===== src/rtl/scr_pkg.sv =====
package scr_pkg;
  localparam int CFG_W  = 6;
  localparam int JA_BIT = 2;
endpackage


===== src/rtl/scr_sync.sv =====
module scr_sync #(
  parameter int   STAGES  = 2,
  parameter logic RST_VAL = 1'b0
) (
  input  logic clk,
  input  logic rst_n,
  input  logic d,
  output logic q
);
  logic [STAGES-1:0] stg_q;

  always_ff @(posedge clk or negedge rst_n) begin
    if (!rst_n) stg_q <= {STAGES{RST_VAL}};
    else        stg_q <= {stg_q[STAGES-2:0], d};
  end

  assign q = stg_q[STAGES-1];
endmodule


===== src/rtl/scr_frame.sv =====
module scr_frame #(
  parameter int ADDR_W = 5,
  parameter int DATA_W = 8
) (
  input  logic              clk,
  input  logic              rst_n,
  input  logic              host_mode,
  input  logic              cs_s,
  input  logic              sclk_s,
  input  logic              sdi_s,
  input  logic [DATA_W-1:0] rd_data,
  output logic              wr_stb,
  output logic [ADDR_W-1:0] addr,
  output logic              addr_ok,
  output logic [DATA_W-1:0] wr_data,
  output logic              sdo,
  output logic              sdo_oe
);
  localparam int ZERO_POS   = ADDR_W + 1;
  localparam int DATA_FIRST = ADDR_W + 3;
  localparam int CNT_END    = DATA_FIRST + DATA_W + 1;
  localparam int CNT_W      = $clog2(CNT_END + 1);

  logic              sclk_d_q;
  logic [CNT_W-1:0]  cnt_q, cnt_n;
  logic              rw_q, rw_n;
  logic [ADDR_W-1:0] addr_q, addr_n;
  logic              zbit_q, zbit_n;
  logic [DATA_W-1:0] wsh_q, wsh_n;
  logic [DATA_W-1:0] rsh_q, rsh_n;
  logic              wr_q, wr_n;
  logic              oe_q, oe_n;
  logic              rise, fall, active;

  assign rise   = sclk_s & ~sclk_d_q;
  assign fall   = ~sclk_s & sclk_d_q;
  assign active = host_mode & ~cs_s;

  always_comb begin
    cnt_n  = cnt_q;
    rw_n   = rw_q;
    addr_n = addr_q;
    zbit_n = zbit_q;
    wsh_n  = wsh_q;
    rsh_n  = rsh_q;
    oe_n   = oe_q;
    wr_n   = 1'b0;
    if (!active) begin
      cnt_n = '0;
      oe_n  = 1'b0;
    end else if (rise) begin
      if (cnt_q == '0) rw_n = sdi_s;
      for (int i = 0; i < ADDR_W; i++)
        if (cnt_q == CNT_W'(i + 1)) addr_n[i] = sdi_s;
      if (cnt_q == CNT_W'(ZERO_POS)) zbit_n = sdi_s;
      for (int i = 0; i < DATA_W; i++)
        if (cnt_q == CNT_W'(DATA_FIRST + i)) wsh_n[i] = sdi_s;
      if (cnt_q == CNT_W'(DATA_FIRST + DATA_W - 1) && !rw_q && !zbit_q)
        wr_n = 1'b1;
      if (cnt_q != CNT_W'(CNT_END)) cnt_n = cnt_q + 1'b1;
    end else if (fall && rw_q) begin
      if (cnt_q == CNT_W'(DATA_FIRST + 1)) begin
        rsh_n = rd_data;
        oe_n  = 1'b1;
      end else if (cnt_q > CNT_W'(DATA_FIRST + 1) && cnt_q <= CNT_W'(DATA_FIRST + DATA_W)) begin
        rsh_n = rsh_q >> 1;
      end else if (cnt_q == CNT_W'(CNT_END)) begin
        oe_n = 1'b0;
      end
    end
  end

  always_ff @(posedge clk or negedge rst_n) begin
    if (!rst_n) begin
      sclk_d_q <= 1'b0;
      cnt_q    <= '0;
      rw_q     <= 1'b0;
      addr_q   <= '0;
      zbit_q   <= 1'b0;
      wsh_q    <= '0;
      rsh_q    <= '0;
      wr_q     <= 1'b0;
      oe_q     <= 1'b0;
    end else begin
      sclk_d_q <= sclk_s;
      cnt_q    <= cnt_n;
      rw_q     <= rw_n;
      addr_q   <= addr_n;
      zbit_q   <= zbit_n;
      wsh_q    <= wsh_n;
      rsh_q    <= rsh_n;
      wr_q     <= wr_n;
      oe_q     <= oe_n;
    end
  end

  assign wr_stb  = wr_q;
  assign addr    = addr_q;
  assign addr_ok = ~zbit_q;
  assign wr_data = wsh_q;
  assign sdo     = rsh_q[0];
  assign sdo_oe  = oe_q;
endmodule


===== src/rtl/scr_regbank.sv =====
module scr_regbank
  import scr_pkg::*;
#(
  parameter int NCH       = 3,
  parameter int ADDR_W    = 5,
  parameter int DATA_W    = 8,
  parameter int BASE_ADDR = 6,
  parameter int STRIDE    = 8
) (
  input  logic               clk,
  input  logic               rst_n,
  input  logic               host_mode,
  input  logic               wr_stb,
  input  logic [ADDR_W-1:0]  addr,
  input  logic               addr_ok,
  input  logic [DATA_W-1:0]  wr_data,
  input  logic [NCH-1:0]     ja_en_pin,
  input  logic [NCH-1:0]     fifo_lim,
  output logic [DATA_W-1:0]  rd_data,
  output logic [NCH*CFG_W-1:0] ctrl_flat,
  output logic [NCH*CFG_W-1:0] ch_cfg
);
  logic [DATA_W-1:0] rd_part [NCH];
  logic              unused_hi;

  assign unused_hi = ^wr_data[DATA_W-1:CFG_W];

  for (genvar c = 0; c < NCH; c++) begin : g_ch
    localparam logic [ADDR_W-1:0] CTRL_A = ADDR_W'(BASE_ADDR + c * STRIDE);
    localparam logic [ADDR_W-1:0] STAT_A = ADDR_W'(BASE_ADDR + c * STRIDE + 1);

    logic [CFG_W-1:0] reg_q, reg_n;
    logic             wr_hit;

    assign wr_hit = wr_stb & addr_ok & (addr == CTRL_A);

    always_comb begin
      reg_n = reg_q;
      if (wr_hit) reg_n = wr_data[CFG_W-1:0];
    end

    always_ff @(posedge clk or negedge rst_n) begin
      if (!rst_n) reg_q <= '0;
      else        reg_q <= reg_n;
    end

    always_comb begin
      rd_part[c] = '0;
      if (addr_ok && addr == CTRL_A) rd_part[c] = DATA_W'(reg_q);
      if (addr_ok && addr == STAT_A) rd_part[c] = DATA_W'(fifo_lim[c]);
    end

    always_comb begin
      ch_cfg[c*CFG_W +: CFG_W] = reg_q;
      if (!host_mode) ch_cfg[c*CFG_W + JA_BIT] = ja_en_pin[c];
    end

    assign ctrl_flat[c*CFG_W +: CFG_W] = reg_q;
  end

  always_comb begin
    rd_data = '0;
    for (int c = 0; c < NCH; c++) rd_data = rd_data | rd_part[c];
  end
endmodule


===== src/rtl/serial_cfg_regs.sv =====
module serial_cfg_regs
  import scr_pkg::*;
#(
  parameter int NCH         = 3,
  parameter int ADDR_W      = 5,
  parameter int DATA_W      = 8,
  parameter int BASE_ADDR   = 6,
  parameter int STRIDE      = 8,
  parameter int SYNC_STAGES = 2
) (
  input  logic                 clk,
  input  logic                 rst_n,
  input  logic                 host_mode,
  input  logic                 cs_n,
  input  logic                 sclk,
  input  logic                 sdi,
  output logic                 sdo,
  output logic                 sdo_oe,
  input  logic [NCH-1:0]       ja_en_pin,
  input  logic [NCH-1:0]       fifo_lim,
  output logic [NCH*CFG_W-1:0] ch_cfg
);
  logic [1:0]              rst_sh_q;
  logic                    rst_q;
  logic                    cs_s, sclk_s, sdi_s;
  logic                    wr_stb, addr_ok;
  logic [ADDR_W-1:0]       addr;
  logic [DATA_W-1:0]       wr_data, rd_data;
  logic [NCH*CFG_W-1:0]    ctrl_flat;

  always_ff @(posedge clk or negedge rst_n) begin
    if (!rst_n) rst_sh_q <= 2'b00;
    else        rst_sh_q <= {rst_sh_q[0], 1'b1};
  end
  assign rst_q = rst_sh_q[1];

  scr_sync #(.STAGES(SYNC_STAGES), .RST_VAL(1'b1)) u_sync_cs (
    .clk(clk), .rst_n(rst_q), .d(cs_n), .q(cs_s));
  scr_sync #(.STAGES(SYNC_STAGES), .RST_VAL(1'b0)) u_sync_sclk (
    .clk(clk), .rst_n(rst_q), .d(sclk), .q(sclk_s));
  scr_sync #(.STAGES(SYNC_STAGES), .RST_VAL(1'b0)) u_sync_sdi (
    .clk(clk), .rst_n(rst_q), .d(sdi), .q(sdi_s));

  scr_frame #(.ADDR_W(ADDR_W), .DATA_W(DATA_W)) u_frame (
    .clk(clk), .rst_n(rst_q), .host_mode(host_mode), .cs_s(cs_s),
    .sclk_s(sclk_s), .sdi_s(sdi_s), .rd_data(rd_data), .wr_stb(wr_stb),
    .addr(addr), .addr_ok(addr_ok), .wr_data(wr_data), .sdo(sdo),
    .sdo_oe(sdo_oe));

  scr_regbank #(.NCH(NCH), .ADDR_W(ADDR_W), .DATA_W(DATA_W),
                .BASE_ADDR(BASE_ADDR), .STRIDE(STRIDE)) u_regs (
    .clk(clk), .rst_n(rst_q), .host_mode(host_mode), .wr_stb(wr_stb),
    .addr(addr), .addr_ok(addr_ok), .wr_data(wr_data),
    .ja_en_pin(ja_en_pin), .fifo_lim(fifo_lim), .rd_data(rd_data),
    .ctrl_flat(ctrl_flat), .ch_cfg(ch_cfg));
endmodule


===== config.mk =====
export PLATFORM = sky130hd
export DESIGN_NAME = serial_cfg_regs
export DESIGN_NICKNAME = d
export VERILOG_FILES = /design/src/rtl/scr_pkg.sv /design/src/rtl/scr_sync.sv /design/src/rtl/scr_frame.sv /design/src/rtl/scr_regbank.sv /design/src/rtl/serial_cfg_regs.sv
export SDC_FILE = /design/constraint.sdc
export NUM_CORES = 1
export LEC_CHECK = 0
export BUFFER_PORTS_ARGS = -buffer_cell sky130_fd_sc_hd__buf_4
export CORE_MARGIN = 2
export CORE_UTILIZATION = 35
export DETAILED_ROUTE_END_ITERATION = 10
export SLEW_MARGIN = 20
export SYNTH_ARGS = -nofsm -noshare
export SYNTH_HDL_FRONTEND = slang
export SYNTH_SLANG_ARGS = --single-unit

===== constraint.sdc =====
create_clock -name clk -period 2.9 [get_ports clk]
set_input_delay 0.435 -clock clk [delete_from_list [all_inputs] [get_ports clk]]
set_output_delay 0.435 -clock clk [all_outputs]
set_load 0.02 [all_outputs]

==> results.md, run 1 <==
* Port Buffers at 31
* Crit Path Max Fanout at 7
* Mapped Nets at around 220
* Setup TNS at 0 ns
* DRT Pass-1 Iters at 4
* Arrival @ worst endpoint at 2.34 ns
* Finished Layout Cells at approximately 320
* Post-Place Setup Slack at between 0.7 and 0.8 ns
* Clk sinks at 53
* Period utilization at between 70% and 80%
* Asr flop ratio synth at between 90% and 100%
* Area Growth Syn to Fin at 13.00%
* Worst skew pair latency at roughly 0.31 ns
* Clock root buffer: clkbuf_8
* DR WL/cell at approximately 16 microns
* Largest net degree at the start of global routing at 36
* Setup slack after layout at between 0.7 and 0.8 ns
* Mapped cell area at around 2600 sq um
* Critical Path RT at about 3.1 ns
* Setup Buffers After CTS at 0
* Global Route Usage Sum at roughly 14%
* Worst hold start: cs_n
* Crit. End Element: flip-flop
* PD cells at 452.8 nW/um^2
* Max_cap viols at 0
* Metal-1 WL at approximately 2500 microns
* Seq/Total Area, Yosys at 52.08%
* 1st-iter DRT viols at 73
* # diodes at 0
* Slowest cell on crit path: dfrtp_1
* Die Y at a little under 90 microns
* Max Clock Skew at 0.003572 ns
* Syn Area/Cell at 12.38 sq um
* # H-tree levels at 2
* Core area at ~7100 sq um
* FILL cells at 725
* Fin nets at approximately 240
* Syn Inst Count at 206
* F_max at around 470 MHz
* VDD IR-drop max at about 0.19 mV
* Fin crit period at between 2 and 2.5 ns
* Routability cong. at 0.7549
* Initial antenna violation count at 0
* Routed wl met2 at around 2300 microns
* Crit-path cells: inv_1 -> ha_1 -> or4_1 -> and3_4 -> o21ai_4 -> mux2_2
* Worst flop-to-flop path startpoint: u_frame.cnt_q[1]
* Max layer used: met4
* IO Pins at 32
* Die Wd at between 80 and 90 microns
* Syn. warnings at 0
* Fraction of layout instances using a drive strength above 1 at between 30% and 40%
* Hold Violations, Final at 0
* Max transition margin at approximately half
* Crit path max-delay family: simple AND/OR/NAND/NOR gates
* Synth top area cells: dfrtp_1 50%, mux2_2 18%, buf_4 4.4%
* Yosys top cell by area: dfrtp_1
* Final setup viols at 0
* First-pass GRT wire length at ~8600 microns
* CP bufs+invs at 1
* RSZ-0062 raised after global routing: false
* Synthesized flop and latch total at 53
* DRC viols at 0
* Slew Limit Fails at 0
* CTS Buf Count at 5
* WL final at between 5000 and 6000 microns
* Vias/cell at about 5.0
* Detail Placement HPWL at 3717 microns
* TritonCTS clock tree: built
* Placed insts at roughly 320
* CP Launch Type: flip-flop
* Worst Setup SP: u_frame.cnt_q[1]
* Max incr delay on CP at 0.42 ns
* EDFF count, synth at 0
* Least-Margin Pin Slew at about 0.74 ns
* Top cell type's share of synthesized area at about half
* Reg clk slew, reported paths at approximately 0.1 ns
* DR WL met3 at between 200 and 250 microns
* Gr ovfl total at 0
* Routed vias at 1613
* Row count at 31
* Number of routed nets with antenna violations at 0
* Die area at 7988 sq um
* Setup CP Type: flip-flop to flip-flop
* Status: finished clean
* Top_reg_cell synth: dfrtp_1
* Hold crit path type: primary input to flip-flop
* Pleak at 1.354 nW
* Vias in the first global route at ~1700
* Largest buffer count on any clock path at 2
* Initial Util at ~36%
* Synth cell types at 38
cell usage in the layout (no fill, tap or decap), types with 2 or more instances in the layout:
cell type / Yosys / final
nand4bb_1: 3 / 3
nand2_1: 6 / 6
ha_1: 5 / 5
xor2_1: 2 / 2
and3_1: 2 / 2
dfrtp_1: 51 / 50
o21ai_0: 4 / 4
clkbuf_8: 0 / 7
nand3_1: 13 / 13
mux2_1: 6 / 6
nand4_1: 5 / 5
mux2_2: 41 / 41
inv_1: 4 / 4
nor2_1: 10 / 10
nor3_1: 2 / 2
dfstp_2: 2 / 2
a22oi_1: 5 / 5
a21oi_1: 3 / 3
a221o_1: 2 / 2
nor2b_1: 3 / 3
buf_4: 15 / 32
what timing repair did:
item,CTS,global route
hold buffers,1,0
endpoints found under the hold margin,2,0
resized for setup,0,0
layer usage:
| metal | vias to the layer above | track usage, % |
|---|---|---|
| li1 | 758 | - |
| met2 | 39 | 21.89 |
| met1 | 809 | 19.97 |
| met4 | 0 | 5.292 |
| met3 | 7 | 3.324 |
| met5 | - | 0 |
worst reg2reg max path: stages (launching register included):
cell and delay, ns:
dfrtp_1 0.42, inv_1 0.10, ha_1 0.28, or4_1 0.42, and3_4 0.20, o21ai_4 0.24, mux2_2 0.37
sequential cells by signal, indices dropped and copies added (netlist names):
| register | cells |
|---|---|
| u_frame.zbit_q | 1 |
| u_frame.sdo_oe | 1 |
| rst_sh_q | 2 |
| u_sync_cs.stg_q | 2 |
| u_regs.g_ch.reg_q | 18 |
| u_frame.cnt_q | 5 |
| u_frame.rsh_q | 6 |
| u_frame.sclk_d_q | 1 |
| u_frame.addr | 5 |
| u_sync_sdi.stg_q | 2 |
| u_frame.wr_stb | 1 |
| u_sync_sclk.stg_q | 2 |
| u_frame.wr_data | 6 |
| u_frame.rw_q | 1 |
Yosys cell counts (3+ instances only):
| master | number |
|---|---|
| a21oi_1 | 3 |
| a22oi_1 | 5 |
| buf_4 | 15 |
| clkbuf_1 | 4 |
| dfrtp_1 | 51 |
| ha_1 | 5 |
| inv_1 | 4 |
| mux2_1 | 6 |
| mux2_2 | 41 |
| nand2_1 | 6 |
| nand3_1 | 13 |
| nand4_1 | 5 |
| nand4bb_1 | 3 |
| nor2_1 | 10 |
| nor2b_1 | 3 |
| o21ai_0 | 4 |
through the flow:
step | instance area (sq um) | util, % | power (mW) | hold WS, ns
floorplan | 2551 | - | 0.8140 | 0.1394
global placement | 2768 | 38.78 | 0.8421 | 0.2178
detailed placement | 2768 | 38.78 | 0.8438 | 0.2181
CTS | 2883 | 40.39 | 1.326 | 0.2048
global route | 2883 | 40.39 | 1.366 | 0.2004
finish | 2883 | 40.39 | 1.305 | 0.2187
final cells by class:
| class | count | area, sq um | area share [%] |
|---|---|---|---|
| Timing Repair Buffer | 33 | 250.2 | 8.681 |
| Multi-Input combinational cell | 126 | 1055 | 36.59 |
| Clock buffer | 7 | 96.34 | 3.342 |
| Tap cell | 99 | 123.9 | 4.297 |
| Clock inverter | 1 | 8.758 | 0.3038 |
| Inverter | 5 | 18.77 | 0.6510 |
| Sequential cell | 53 | 1330 | 46.14 |
worst paths after layout:
kind / to / slack [ns] / cells past startpoint
min in group asynchronous: u_frame.wr_stb / 0.34 / 0
max in group asynchronous: u_frame.rsh_q[4] / 1.84 / 1
max reg2reg: u_frame.rsh_q[0] / 0.77 / 6
min reg2reg: u_frame.wr_stb / 0.34 / 0
min: u_sync_cs.stg_q[0] / 0.22 / 1
max: u_frame.rsh_q[0] / 0.77 / 6
report_power, final:
part	internal [mW]	total (mW)	switching [mW]
Clock	0.221	0.477	0.256
Sequential	0.752	0.773	0.0205
Combinational	0.0288	0.0552	0.0264
kinds of logic after synthesis:
logic type               share of synthesized area, %
buffers and inverters                           6.571
adder cells (fa/ha/maj)                         2.452
AND/OR/NAND/NOR                                 11.67
multiplexers                                    20.75
other                                          0.1470
AO/OA/AOI/OAI                                   5.297
flip-flops                                      52.08
XOR/XNOR                                        1.030
Power figures use the tool's default switching activity.
==> run 2, diff against run 1 <==
==> constraint.sdc (replaced) <==
create_clock -name clk -period 2.15 [get_ports clk]
set_input_delay 0.3225 -clock clk [delete_from_list [all_inputs] [get_ports clk]]
set_output_delay 0.3225 -clock clk [all_outputs]
set_load 0.02 [all_outputs]
==> run 2 against run 1 <==
Cell area rose by 2.6%. Clock skew rose by 0.0070 ns. Utilization rose by 1.0 points. First-iteration DRC count rose by 19%. Combinational power rose by 60%. Wire length fell by 1.2%. Largest power group unchanged. Sequential power rose by 33%. Register-to-register slack got worse by 0.64 ns. Sequential share of layout area fell by 1.2 points. Via count rose by 2.0%. Non-clock buffer count rose by 8.
==> results.md, run 2 (synthesized netlist as in run 1, its figures left out) <==
* Setup CP Type: flip-flop to flip-flop
* Fin nets at between 200 and 250
* Clock root buffer: clkbuf_8
* Max reg flops at 18
* DR WL/cell at ~15 microns
* VDD IR-drop max at roughly 0.44 mV
* Initial Util at 35.75%
* Fraction of layout instances using a drive strength above 1 at 40.77%
* Number of routed nets with antenna violations at 0
* Area Growth Syn to Fin at 15.89%
* Status: finished clean
* Largest net degree at the start of global routing at 52
* Detail Placement HPWL at 3649 microns
* F_max at ~500 MHz
* Routed vias at 1645
* PD cells at just over 600 nW/um^2
* Worst skew pair latency at around 0.32 ns
* FILL cells at about 730
* Die Wd at 89.38 microns
* Hold Violations, Final at 0
* Post-route core utilization at between 40% and 50%
* Crit Path Max Fanout at 6
* Period utilization at between 90% and 100%
* Max_cap viols at 0
* WL final at a little over 5000 microns
* Slowest cell on crit path: dfrtp_1
* Slew Limit Fails at 0
* Hold crit path type: primary input to flip-flop
* # diodes at 0
* Max incr delay on CP at just over 0.4 ns
* RSZ-0062 raised after global routing: false
* # H-tree levels at 2
* Max Clock Skew at around 0.011 ns
* IO Pins at 32
* R2r worst-path depth at 6
* Clk sinks at 53
* TritonCTS clock tree: built
* Fin crit period at between 2 and 2.5 ns
* Reg clk slew, reported paths at roughly 0.10 ns
* Least-Margin Pin Slew at 0.6491 ns
* Worst flop-to-flop path startpoint: u_frame.cnt_q[1]
* Routability cong. at between 0.8 and 0.9
* DRT Pass-1 Iters at 4
* Critical Path RT at roughly 2.4 ns
* FF-to-FF setup slack at about 0.13 ns
* CTS Buf Count at 5
* Arrival @ worst endpoint at 2.23 ns
* Crit path max-delay family: simple AND/OR/NAND/NOR gates
* Commonest non-fill, non-tap cell in the layout: dfrtp_1
* WP depth at 6
* Pleak at 1.400 nW
* DRC viols at 0
* 1st-iter DRT viols at 87
* Most frequent cells in the layout: 50 x dfrtp_1, 41 x mux2_2, 40 x buf_4
* Area of the multi-input gates at approximately 1100 sq um
* RR Endpoint: u_frame.rsh_q[0]
* Worst Setup SP: u_frame.cnt_q[1]
* Core area at slightly above 7000 sq um
* Critical Path Sink: u_frame.rsh_q[0]
* Port Buffers at 31
* Most flops, register: u_regs.g_ch.reg_q
* Placement Cell Area at about 2800 sq um
* CP Launch Type: flip-flop
* Setup TNS at 0 ns
* Die area at about 8000 sq um
* Gr ovfl total at 0
* Vias/cell at 4.955
* Initial antenna violation count at 0
* Die Y at just under 90 microns
* Max transition margin at between 50% and 60%
* CP bufs+invs at 1
* Vias in the first global route at about 1600
* Row count at 31
* Global Route Usage Sum at approximately 14%
* Crit-path cells: inv_1 -> ha_1 -> or4_1 -> and3_4 -> o21ai_4 -> mux2_2
* First-pass GRT wire length at between 8000 and 9000 microns
* FF+latch area at ~1300 sq um
* Crit. End Element: flip-flop
* Final setup viols at 0
* Final Cell Area at just under 3000 sq um
* Largest buffer count on any clock path at 2
* Setup Buffers After CTS at 0
run 2: per-layer routing:
layer	part of all wire (%)	track usage (%)	vias to the layer above
met5	0	0	-
met4	1.6	4.478	0
met3	3.8	3.324	6
met2	46	21.21	44
met1	48	19.90	824
li1	-	-	771
run 2: layout make-up:
type / instances / area share (%)
Tap cell: 99 / 4.190
Clock buffer: 5 / 2.328
Sequential cell: 53 / 44.99
Multi-Input combinational cell: 126 / 35.67
Inverter: 5 / 0.6348
Timing Repair Buffer: 41 / 10.50
Clock inverter: 3 / 1.693
run 2: report_power, final:
| part | switching, mW | total, mW | internal, mW |
|---|---|---|---|
| clock network | 0.361 | 0.718 | 0.357 |
| logic | 0.0478 | 0.0881 | 0.0403 |
| registers | 0.0154 | 1.03 | 1.02 |
run 2: per-stage QoR:
step	worst slack [ns]	total power, mW	hold WS [ns]	instances
floorplan	0.1948	1.098	0.02691	206
global placement	0.1964	1.138	0.1054	323
detailed placement	0.1499	1.139	0.1063	323
global route	0.04933	1.911	0.08951	332
finish	0.1302	1.837	0.1019	332
CTS	0.1347	1.858	0.09382	332
run 2: worst min path at each step:
stage | from | depth (start not counted) | end | slack (ns)
finish | cs_n | 1 | u_sync_cs.stg_q[0] | 0.10
floorplan | rst_n | 0 | rst_sh_q[0] | 0.03
global route | cs_n | 1 | u_sync_cs.stg_q[0] | 0.09
detailed placement | rst_n | 1 | rst_sh_q[0] | 0.11
CTS | cs_n | 1 | u_sync_cs.stg_q[0] | 0.09
global placement | rst_n | 1 | rst_sh_q[0] | 0.11
run 2: repair_timing:
item,in CTS,in global routing
resized for setup,0,0
hold buffers,1,0
hold endpoints to repair,2,0
run 2: worst reg2reg max path: cells and delay by family (launching register included):
| kind | cells | cell delay (ns) |
|---|---|---|
| multiplexers | 1 | 0.37 |
| adder cells (fa/ha/maj) | 1 | 0.19 |
| buffers and inverters | 1 | 0.10 |
| flip-flops | 1 | 0.41 |
| AO/OA/AOI/OAI | 1 | 0.24 |
| AND/OR/NAND/NOR | 2 | 0.60 |
==> run 3, diff against run 2 <==
--- a/config.mk
+++ b/config.mk
@@ -6,9 +6,11 @@
 export NUM_CORES = 1
 export LEC_CHECK = 0
 export BUFFER_PORTS_ARGS = -buffer_cell sky130_fd_sc_hd__buf_4
-export CORE_MARGIN = 2
+export CORE_MARGIN = 5
 export CORE_UTILIZATION = 35
 export DETAILED_ROUTE_END_ITERATION = 10
+export GPL_TIMING_DRIVEN = 0
+export PLACE_DENSITY_LB_ADDON = 0.15
 export SLEW_MARGIN = 20
 export SYNTH_ARGS = -nofsm -noshare
 export SYNTH_HDL_FRONTEND = slang
==> run 3 against run 2 <==
Clock skew increased by 0.0034 ns. Clock-buffer cell count increased by 1. First-iteration DRC count increased by 34%. Flip-flop and latch count unchanged. Worst hold slack improved by 0.014 ns. Non-clock buffer count increased by 14. Total power decreased by 8.4%. Register-to-register slack got worse by 0.05 ns. Critical path depth decreased by 1.
==> results.md, run 3 (synthesized netlist as in run 1, its figures left out) <==
* Status: finished clean
* FF+latch area at ~1300 sq um
* 1st-iter DRT viols at between 100 and 150
* Layer with the highest usage: met2
* Clock root buffer: clkbuf_8
* Crit. End Element: flip-flop
* F_max at 483.9 MHz
* Hold depth at 1
* Die Y at approximately 95 microns
* Final setup viols at 0
* Crit Path Max Fanout at 7
* # diodes at 0
* Largest net degree at the start of global routing at 52
* R2r worst-path depth at 5
* VDD IR-drop max at between 0.2 and 0.3 mV
* Pwr Total at approximately 1.7 mW
* Hold-critical path endpoint: u_sync_cs.stg_q[0]
* Critical Path RT at ~2.3 ns
* Area of the multi-input gates at roughly 1100 sq um
* Fin crit period at slightly above 2 ns
* Period utilization at 96.11%
* DRC viols at 0
* Routing usage on met2 at between 15 and 20%
* Pleak at approximately 1.4 nW
* CP Launch Type: flip-flop
* Die area at 9096 sq um
* Port Buffers at 31
* Area Growth Syn to Fin at 18.34%
* Most frequent cells in the layout: 49 x dfrtp_1, 47 x buf_4, 41 x mux2_2
* Max transition margin at between 40% and 50%
* Setup TNS at 0 ns
* Worst flop-to-flop path startpoint: u_frame.cnt_q[0]
* Routability cong. at between 0.8 and 0.9
* Initial Util at approximately 36%
* Worst skew pair latency at between 0.3 and 0.4 ns
* PD cells at between 500 and 600 nW/um^2
* Setup CP Type: flip-flop to flip-flop
* TritonCTS clock tree: built
* Worst hold start: cs_n
* FF-to-FF setup slack at about 0.084 ns
* M1 GR Usage at between 10% and 20%
* Core area at about 7200 sq um
* Fraction of layout instances using a drive strength above 1 at roughly 43%
* FILL cells at a little under 700
* RR Endpoint: u_frame.rsh_q[0]
* Max Clock Skew at ~0.014 ns
* Detail Placement HPWL at approximately 3800 microns
* Row count at 31
* Hold Violations, Final at 0
* Arrival @ worst endpoint at approximately 2.3 ns
* CTS Buf Count at 5
* Commonest non-fill, non-tap cell in the layout: dfrtp_1
* IO Pins at 32
* Slew Limit Fails at 0
* DRT Pass-1 Iters at 4
* Clk sinks at 53
* DR WL/cell at 15.18 microns
* Die Wd at 95.38 microns
* Initial antenna violation count at 0
* Max_cap viols at 0
* # H-tree levels at 2
* Met3 Resource Use GR at roughly 3.3%
* Fin nets at 263
* Number of routed nets with antenna violations at 0
* Gr ovfl total at 0
* Max reg flops at 18
* Vias/cell at 4.792
* WL final at 5254 microns
* Routed vias at between 1500 and 2000
* Reg clk slew, reported paths at 0.09 ns
* Vias in the first global route at 1764
* Most flops, register: u_regs.g_ch.reg_q
* First-pass GRT wire length at about 9100 microns
* Global Route Usage Sum at around an eighth
* Largest buffer count on any clock path at 2
* Least-Margin Pin Slew at ~0.78 ns
* RSZ-0062 raised after global routing: false
* Hold crit path type: primary input to flip-flop
-- run 3: cell types whose count changed in the layout (fill, tap and decap cells not counted), sizes merged --
cell    change
bufinv      -1
clkbuf      +5
buf        +10
-- run 3: repair_timing --
action / CTS / global route
endpoints found under the setup margin: 6 / 1
pin swaps: 0 / 0
hold endpoints to repair: 2 / 0
cloned: 0 / 0
hold buffers: 1 / 0
gates resized for setup: 1 / 1
buffers inserted: 1 / 0
-- run 3: through the flow --
step | area, sq um | std cells | utilization, % | hold slack (ns) | worst slack [ns]
2_1_floorplan | 2551 | 206 | - | 0.02691 | 0.1948
3_3_place_gp | 2908 | 336 | 40.52 | 0.1056 | -0.1126
3_5_place_dp | 2912 | 336 | 40.58 | 0.1054 | -0.02049
4_1_cts | 3018 | 346 | 42.06 | 0.1060 | 0.05698
5_1_grt | 3019 | 346 | 42.08 | 0.1031 | 0.02570
6_report | 3019 | 346 | 42.08 | 0.1156 | 0.08358
-- run 3: critical path, cell delays in order (launching register included) --
cell	delay (ns)
dfrtp_2	0.46
ha_2	0.25
or4_1	0.42
and3_4	0.21
o21ai_4	0.25
mux2_2	0.36
-- run 3: worst max path at each step --
| stage | from | endpoint | depth (start not counted) |
|---|---|---|---|
| after detailed placement | u_frame.cnt_q[1] | u_frame.rsh_q[0] | 6 |
| after floorplan | u_frame.cnt_q[1] | u_frame.rsh_q[0] | 6 |
| final | u_frame.cnt_q[0] | u_frame.rsh_q[0] | 5 |
| after global routing | u_frame.cnt_q[0] | u_frame.rsh_q[0] | 5 |
| after global placement | rst_sh_q[1] | u_frame.rsh_q[3] | 0 |
| after CTS | u_frame.cnt_q[0] | u_frame.rsh_q[0] | 5 |
-- run 3: per-layer routing --
layer / part of all wire, % / up-vias
met4: 1.7 / 0
met3: 5.2 / 7
met1: 48 / 815
li1: - / 800
met2: 45 / 36
met5: 0 / -
-- run 3: layout make-up --
type,instances,share of cell area (%)
clock inverters,2,0.4559
flip-flops and latches,53,44.18
repair buffers,33,8.288
well taps,99,4.103
plain buffers,22,4.932
inverters,5,0.6216
clock buffers,6,2.404
multi-input cells,126,35.02
-- run 3: power breakdown --
group	internal [mW]	leakage, nW	total [mW]	switching (mW)
registers	1.02	0.712	1.05	0.0319
clock network	0.233	0.0456	0.563	0.330
logic	0.0388	0.689	0.0721	0.0333
total	1.29	1.45	1.68	0.395
